### src/rtl/cla_pkg.sv
package cla_pkg;
  typedef enum logic {
    CARRY_RIPPLE    = 1'b0,
    CARRY_LOOKAHEAD = 1'b1
  } carry_mode_e;
endpackage

### src/rtl/cla_lookahead.sv
// Flattened sum-of-products carry unit, used for bits and for slices alike.
module cla_lookahead #(
  parameter int W = 4
) (
  input  logic [W-1:0] g_i,
  input  logic [W-1:0] p_i,
  input  logic         c_i,
  output logic [W-1:0] c_o,   // c_o[k]: carry out of position k
  output logic         gg_o,
  output logic         pg_o
);
  always_comb begin
    logic term;
    logic acc;
    c_o = '0;
    for (int k = 0; k < W; k++) begin
      term = c_i;
      for (int m = 0; m <= k; m++) term = term & p_i[m];
      acc = term;
      for (int j = 0; j <= k; j++) begin
        term = g_i[j];
        for (int m = j + 1; m <= k; m++) term = term & p_i[m];
        acc = acc | term;
      end
      c_o[k] = acc;
    end
  end

  always_comb begin
    logic term;
    gg_o = 1'b0;
    for (int j = 0; j < W; j++) begin
      term = g_i[j];
      for (int m = j + 1; m < W; m++) term = term & p_i[m];
      gg_o = gg_o | term;
    end
  end

  assign pg_o = &p_i;
endmodule

### src/rtl/cla_slice.sv
module cla_slice #(
  parameter int W = 4
) (
  input  logic [W-1:0] a_i,
  input  logic [W-1:0] b_i,
  input  logic         cin_i,
  output logic [W-1:0] sum_o,
  output logic         cout_o,
  output logic         gg_o,
  output logic         pg_o
);
  logic [W-1:0] bit_g, bit_p, bit_c, bit_cin;

  assign bit_g = a_i & b_i;
  assign bit_p = a_i ^ b_i;

  cla_lookahead #(.W(W)) u_la (
    .g_i (bit_g),
    .p_i (bit_p),
    .c_i (cin_i),
    .c_o (bit_c),
    .gg_o(gg_o),
    .pg_o(pg_o)
  );

  assign bit_cin = {bit_c[W-2:0], cin_i};
  assign sum_o   = bit_p ^ bit_cin;
  assign cout_o  = bit_c[W-1];
endmodule

### src/rtl/cla_adder.sv
module cla_adder
  import cla_pkg::*;
#(
  parameter int          WIDTH   = 16,
  parameter int          SLICE_W = 4,
  parameter carry_mode_e MODE    = CARRY_LOOKAHEAD
) (
  input  logic [WIDTH-1:0] a_i,
  input  logic [WIDTH-1:0] b_i,
  input  logic             cin_i,
  output logic [WIDTH-1:0] sum_o,
  output logic             cout_o
);
  localparam int NUM_SLICES = WIDTH / SLICE_W;

  logic [NUM_SLICES:0]   slice_c;   // slice_c[k]: carry into slice k
  logic [NUM_SLICES-1:0] slice_co, grp_g, grp_p, la_c;
  logic                  top_gg, top_pg;

  assign slice_c[0] = cin_i;

  for (genvar k = 0; k < NUM_SLICES; k++) begin : g_slice
    cla_slice #(.W(SLICE_W)) u_slice (
      .a_i   (a_i[k*SLICE_W +: SLICE_W]),
      .b_i   (b_i[k*SLICE_W +: SLICE_W]),
      .cin_i (slice_c[k]),
      .sum_o (sum_o[k*SLICE_W +: SLICE_W]),
      .cout_o(slice_co[k]),
      .gg_o  (grp_g[k]),
      .pg_o  (grp_p[k])
    );
  end

  // Second level over the group signals
  cla_lookahead #(.W(NUM_SLICES)) u_grp (
    .g_i (grp_g),
    .p_i (grp_p),
    .c_i (cin_i),
    .c_o (la_c),
    .gg_o(top_gg),
    .pg_o(top_pg)
  );

  if (MODE == CARRY_LOOKAHEAD) begin : g_lookahead
    assign slice_c[NUM_SLICES:1] = la_c;
  end else begin : g_ripple
    assign slice_c[NUM_SLICES:1] = slice_co;
  end

  assign cout_o = slice_c[NUM_SLICES];
endmodule

### config.mk
export PLATFORM = sky130hd
export DESIGN_NAME = cla_adder
export DESIGN_NICKNAME = d
export VERILOG_FILES = /design/src/rtl/cla_pkg.sv /design/src/rtl/cla_lookahead.sv /design/src/rtl/cla_slice.sv /design/src/rtl/cla_adder.sv
export SDC_FILE = /design/constraint.sdc
export NUM_CORES = 1
export LEC_CHECK = 0
export CAP_MARGIN = 20
export CELL_PAD_IN_SITES_DETAIL_PLACEMENT = 1
export CELL_PAD_IN_SITES_GLOBAL_PLACEMENT = 1
export CORE_ASPECT_RATIO = 0.8
export CORE_MARGIN = 2
export CORE_UTILIZATION = 26
export DETAILED_ROUTE_END_ITERATION = 10
export PLACE_DENSITY_LB_ADDON = 0.1
export SLEW_MARGIN = 20
export SYNTH_ARGS = -nofsm -noshare
export SYNTH_HDL_FRONTEND = slang
export SYNTH_SLANG_ARGS = --single-unit
### constraint.sdc
create_clock -name vclk -period 7.98
set_input_delay 1.596 -clock vclk [all_inputs]
set_output_delay 1.596 -clock vclk [all_outputs]
set_load 0.02 [all_outputs]
==> flow_summary.toml, run 1 <==
[routing]
first_pass_iters = 2
wl_per_cell_um = 11.47
routed_wl_um = 1892
viasPerCell = 4.594
drt_iter0_drc = 10
drc_errors = 0
ant_nets = 0
num_vias = 758

[global_route]
antenna_found_initial = 0
grt_usage_pct = 12.93
grt_max_degree = 5
grt_overflow = 0
grt_pass1_vias = 800
grt_pass1_wl_um = 3187

[clock_tree]
postCtsHoldBufs = 0
postCtsSetupRepairBufs = 0
cts_resized = 0

[die]
pin_count = 50
rows = 16
initial_utilization_pct = 27.64
die_width_um = 61.21
die_h_um = 49.77
die-area_mm2 = 0.003046
core_area_mm2 = 0.002462

[logic_synthesis]
syn-mean-instance-area_um2 = 8.616
synth_top_family_by_area = "adder cells"
synthAdderAreaFrac_pct = 48.53
synthCells = 79
synth_top_area_share_pct = 36.76
syn-cell-area_um2 = 680.7
synth_nets = 136
synthTopCellsByArea = "ha_1 (37%), fa_1 (12%), o21a_1 (8.8%), nor2_1 (6.6%), xnor2_1 (5.1%)"
ys_seq_area_share_pct = 0
synth_top_area_cell = "ha_1"
synth.most_common_cell = "ha_1"
synth_compound_area_share_pct = 23.35
ys_warn_count = 0
post_synth_xor_area_fraction_pct = 10.29
synth.distinct_cells = 21
synthSimpleGateAreaFrac_pct = 17.83
synth_mux_area_share_pct = 0
yosys-top-cells-count = "ha_1 (20), nor2_1 (12), o21a_1 (8)"

[sta]
report.final.slew_viol_count = 0
hold_viol = 0
period_needed_ns = 6.192
period_share_pct = 77.60
finalSetupViolCount = 0
rsz0062_at_grt = "false"
fin_tns_setup_ns = 0
tightest_slew_ns = 0.2428
timing.slew.headroom_pct = 83.64
fmax_mhz = 161.5

[setup_path]
arrival_ns = 4.60
path_delay_family = "buffers and inverters"
startpoint_type = "input pin"
crit_fanout = 2
cp.required_ns = 6.38
slowest_stage = "clkdlybuf4s50_1"
crit_chain = "clkdlybuf4s50_1, ha_1, a21oi_1, nor2_1, o31ai_2, or2b_1, ha_1, o21a_1, o21a_1, nor2_1, xnor2_1, clkdlybuf4s50_1"
max_stage_delay_ns = 0.62
cp-end-kind = "primary output"
crit_type = "in -> out"
cp_num_buf_inv = 2

[hold_path]
min_path_type = "in -> out"

[power_and_ir_drop]
max-vdd-ir-drop_uv = 36.34
leakage_nw = 0.5127
power.density_mw_per_mm2 = 99.52

[finish]
nNetsFinal = 188
ff_latch_area_um2 = 0
fin_cells = 165
num_antenna_cells = 0
n_fill_cell = 295
final_util_pct = 49.80
nFlopsAndLatches = 0
syn_to_final_growth_pct = 80.15
nClkBuffers = 0
multi_input_area_um2 = 680.7
drive_gt1_share_pct = 4.651

[place]
io_buffers = 50
gp_congestion = 0.6952
post-dp-hpwl_um = 1786
placedCellCount = 165

[run]
cap_viol_max_count = 0

[status]
status = "finished clean"
-- final timing paths --
| kind | from | end | slack (ns) | depth (start not counted) |
|---|---|---|---|---|
| min | b_i[11] | sum_o[11] | 4.43 | 4 |
| max | a_i[0] | sum_o[11] | 1.79 | 12 |
-- tightest hold or removal path, stage by stage --
cell	delay, ns
clkdlybuf4s50_1	0.47
ha_1	0.16
xnor2_1	0.07
clkdlybuf4s50_1	0.54
-- logic make-up (layout without fill, tap and decap cells) --
logic type / after synthesis / after routing
adders and majority gates: 24 / 24
buffers and inverters: 0 / 50
xor gates and xnor gates: 8 / 8
and+or+nand+nor: 25 / 25
AOI/OAI and AO/OA: 22 / 22
-- power by group --
part	switching (W)	total (W)	internal, W	leakage (nW)
Clock	0	0	0	0
Sequential	0	0	0	0
Combinational	0.0000573	0.000122	0.0000648	0.513
-- cell usage in the layout, fill, tap and decap left out --
cell type | Yosys | routed
clkdlybuf4s50_1 | 0 | 50
ha_1 | 20 | 20
nor2_1 | 12 | 12
o21a_1 | 8 | 8
a21oi_1 | 4 | 4
nor3_1 | 4 | 4
xor2_1 | 4 | 4
xnor2_1 | 4 | 4
fa_1 | 4 | 4
a21oi_2 | 3 | 3
nand2_1 | 3 | 3
o21ai_0 | 2 | 2
a21o_1 | 2 | 2
nand3_1 | 1 | 1
nor2b_1 | 1 | 1
or3_2 | 1 | 1
o21ai_1 | 1 | 1
o31ai_2 | 1 | 1
or2b_1 | 1 | 1
nor3_2 | 1 | 1
and4_1 | 1 | 1
a221o_1 | 1 | 1
-- per-layer routing --
layer	track usage, %	share of wire [%]	routed length [um]	up-vias
li1	-	-	-	389
met1	15.35	42	789	346
met2	26.06	53	1001	23
met3	0.5249	5.3	101	0
met4	0	0	0	0
met5	0	0	0	-
-- layout make-up --
class	count	share of cell area, %
Timing Repair Buffer	50	40.82
Tap cell	36	3.673
Multi-Input combinational cell	79	55.51
-- through the flow --
| stage | hold slack (ns) | total power (W) | cell area [um2] | setup slack [ns] |
|---|---|---|---|---|
| after floorplan | 3.445 | 0.00006661 | 680.7 | 2.898 |
| after global placement | 4.393 | 0.0001210 | 1226 | 1.831 |
| after detailed placement | 4.428 | 0.0001233 | 1226 | 1.774 |
| after CTS | 4.435 | 0.0001241 | 1226 | 1.764 |
| after global routing | 4.475 | 0.0001333 | 1226 | 1.579 |
| final | 4.426 | 0.0001220 | 1226 | 1.788 |
No activity file was read; power rests on OpenSTA's default activity.
==> inputs of run 2 (changes only) <==
Settings changed: CORE_UTILIZATION 26 to 22.
Clock period 7.98 ns to 5.32 ns, I/O delays scaled along.
==> flow_summary.toml, run 2 (synthesized netlist as in run 1, its figures left out) <==
[power_and_ir_drop]
swShare_pct = 47.19
comb_power_share_pct = 100.0
clkPwrFrac_pct = 0
sequentialPowerShare_pct = 0
p_sw_w = 0.00008702
power.density_mw_per_mm2 = 149.8
leakage_nw = 0.5127
max-vdd-ir-drop_uv = 55.25
p_int_w = 0.00009740

[setup_path]
arrival_ns = 4.07
cp.required_ns = 4.26
startpoint_type = "input pin"
max_stage_delay_ns = 0.62
crit_chain = "clkdlybuf4s50_1, ha_1, a21oi_1, nor2_1, o31ai_2, or2b_1, ha_1, o21a_1, o21a_1, nor2_1, xnor2_1, clkdlybuf4s50_1"
startpoint = "a_i[0]"
slowest_stage = "clkdlybuf4s50_1"
cp-end-kind = "primary output"
crit_fanout = 2
crit_type = "in -> out"

[run]
cap_viol_max_count = 0

[routing]
wl_met3_um = 122
drc_errors = 0
ant_nets = 0
num_vias = 764
met1Wirelength_um = 950
drt_iter0_drc = 12
dr_wl_met2_um = 860
routed_wl_um = 1933
viasPerCell = 4.521
wl_per_cell_um = 11.44
first_pass_iters = 4
topRoutingLayerUsed = "met3"

[finish]
final_util_pct = 40.80
n_fill_cell = 362
fin_area_mm2 = 0.001231
nNetsFinal = 188
drive_gt1_share_pct = 4.651
most-common-layout-cells = "clkdlybuf4s50_1 (50), ha_1 (20), nor2_1 (12)"
ff_latch_area_um2 = 0
num_antenna_cells = 0
final_common_cell = "clkdlybuf4s50_1"
nFlopsAndLatches = 0
nClkBuffers = 0
syn_to_final_growth_pct = 80.88

[place]
io_buffers = 50
placed_area_mm2 = 0.001231
gp_congestion = 0.6537
post-dp-hpwl_um = 1800

[status]
status = "finished clean"

[die]
die-area_mm2 = 0.003557
core_area_mm2 = 0.003018
initial_utilization_pct = 22.55
rows = 18
die_width_um = 66.19
pin_count = 50
die_h_um = 53.75

[global_route]
grt_pass1_vias = 785
grt_max_degree = 5
antenna_found_initial = 0
grt_pass1_wl_um = 3243
grt_usage_pct = 11.22
grt_overflow = 0

[clock_tree]
cts_resized = 0
postCtsHoldBufs = 0
postCtsSetupRepairBufs = 0

[sta]
finalSetupViolCount = 0
hold_viol = 0
fmax_mhz = 194.6
period_needed_ns = 5.138
rsz0062_at_grt = "false"
fin_tns_setup_ns = 0
period_share_pct = 96.57
report.final.slew_viol_count = 0
timing.slew.headroom_pct = 83.80
tightest_slew_ns = 0.2404

[hold_path]
min_path_type = "in -> out"
hp-start = "b_i[11]"
-- run 2: cell counts in the layout (fill, tap and decap cells not counted) --
Identical to the previous run, type by type.
-- run 2: final timing paths --
check	end	depth (start not counted)	slack, ns
hold / removal	sum_o[11]	4	3.34
setup / recovery	sum_o[11]	12	0.18
-- run 2: area by class of cell --
class	count	area (um2)	share of cell area, %
multi-input cells	79	680.7	55.28
well taps	40	50.05	4.065
repair buffers	50	500.5	40.65
-- run 2: critical path: cells and delay by family --
family | cells | cell delay [ns]
and+or+nand+nor | 3 | 0.49
xor gates and xnor gates | 1 | 0.13
buffers and inverters | 2 | 1.08
AOI/OAI and AO/OA | 4 | 0.78
adders and majority gates | 2 | 0.52
-- run 2: power groups by stage --
| stage | Combinational, W | Sequential (W) | Clock (W) |
|---|---|---|---|
| finish | 0.000184 | 0 | 0 |
| global route | 0.000201 | 0 | 0 |
| CTS | 0.000187 | 0 | 0 |
| detailed placement | 0.000186 | 0 | 0 |
| global placement | 0.000184 | 0 | 0 |
| floorplan | 0.0000999 | 0 | 0 |
-- run 2: stage by stage --
| step | power [W] | setup slack, ns | cells | hold slack, ns |
|---|---|---|---|---|
| after floorplan | 0.00009992 | 1.302 | 79 | 2.381 |
| after global placement | 0.0001837 | 0.2270 | 169 | 3.346 |
| after detailed placement | 0.0001862 | 0.1685 | 169 | 3.354 |
| after CTS | 0.0001874 | 0.1580 | 169 | 3.357 |
| after global routing | 0.0002011 | 0.01383 | 169 | 3.383 |
| final | 0.0001844 | 0.1824 | 169 | 3.344 |
-- run 2: routing by layer --
layer  global-route usage, %  up-vias
met1                   15.86      351
met3                  0.6276        0
met5                       0        -
met4                       0        0
met2                   20.17       23
li1                        -      390
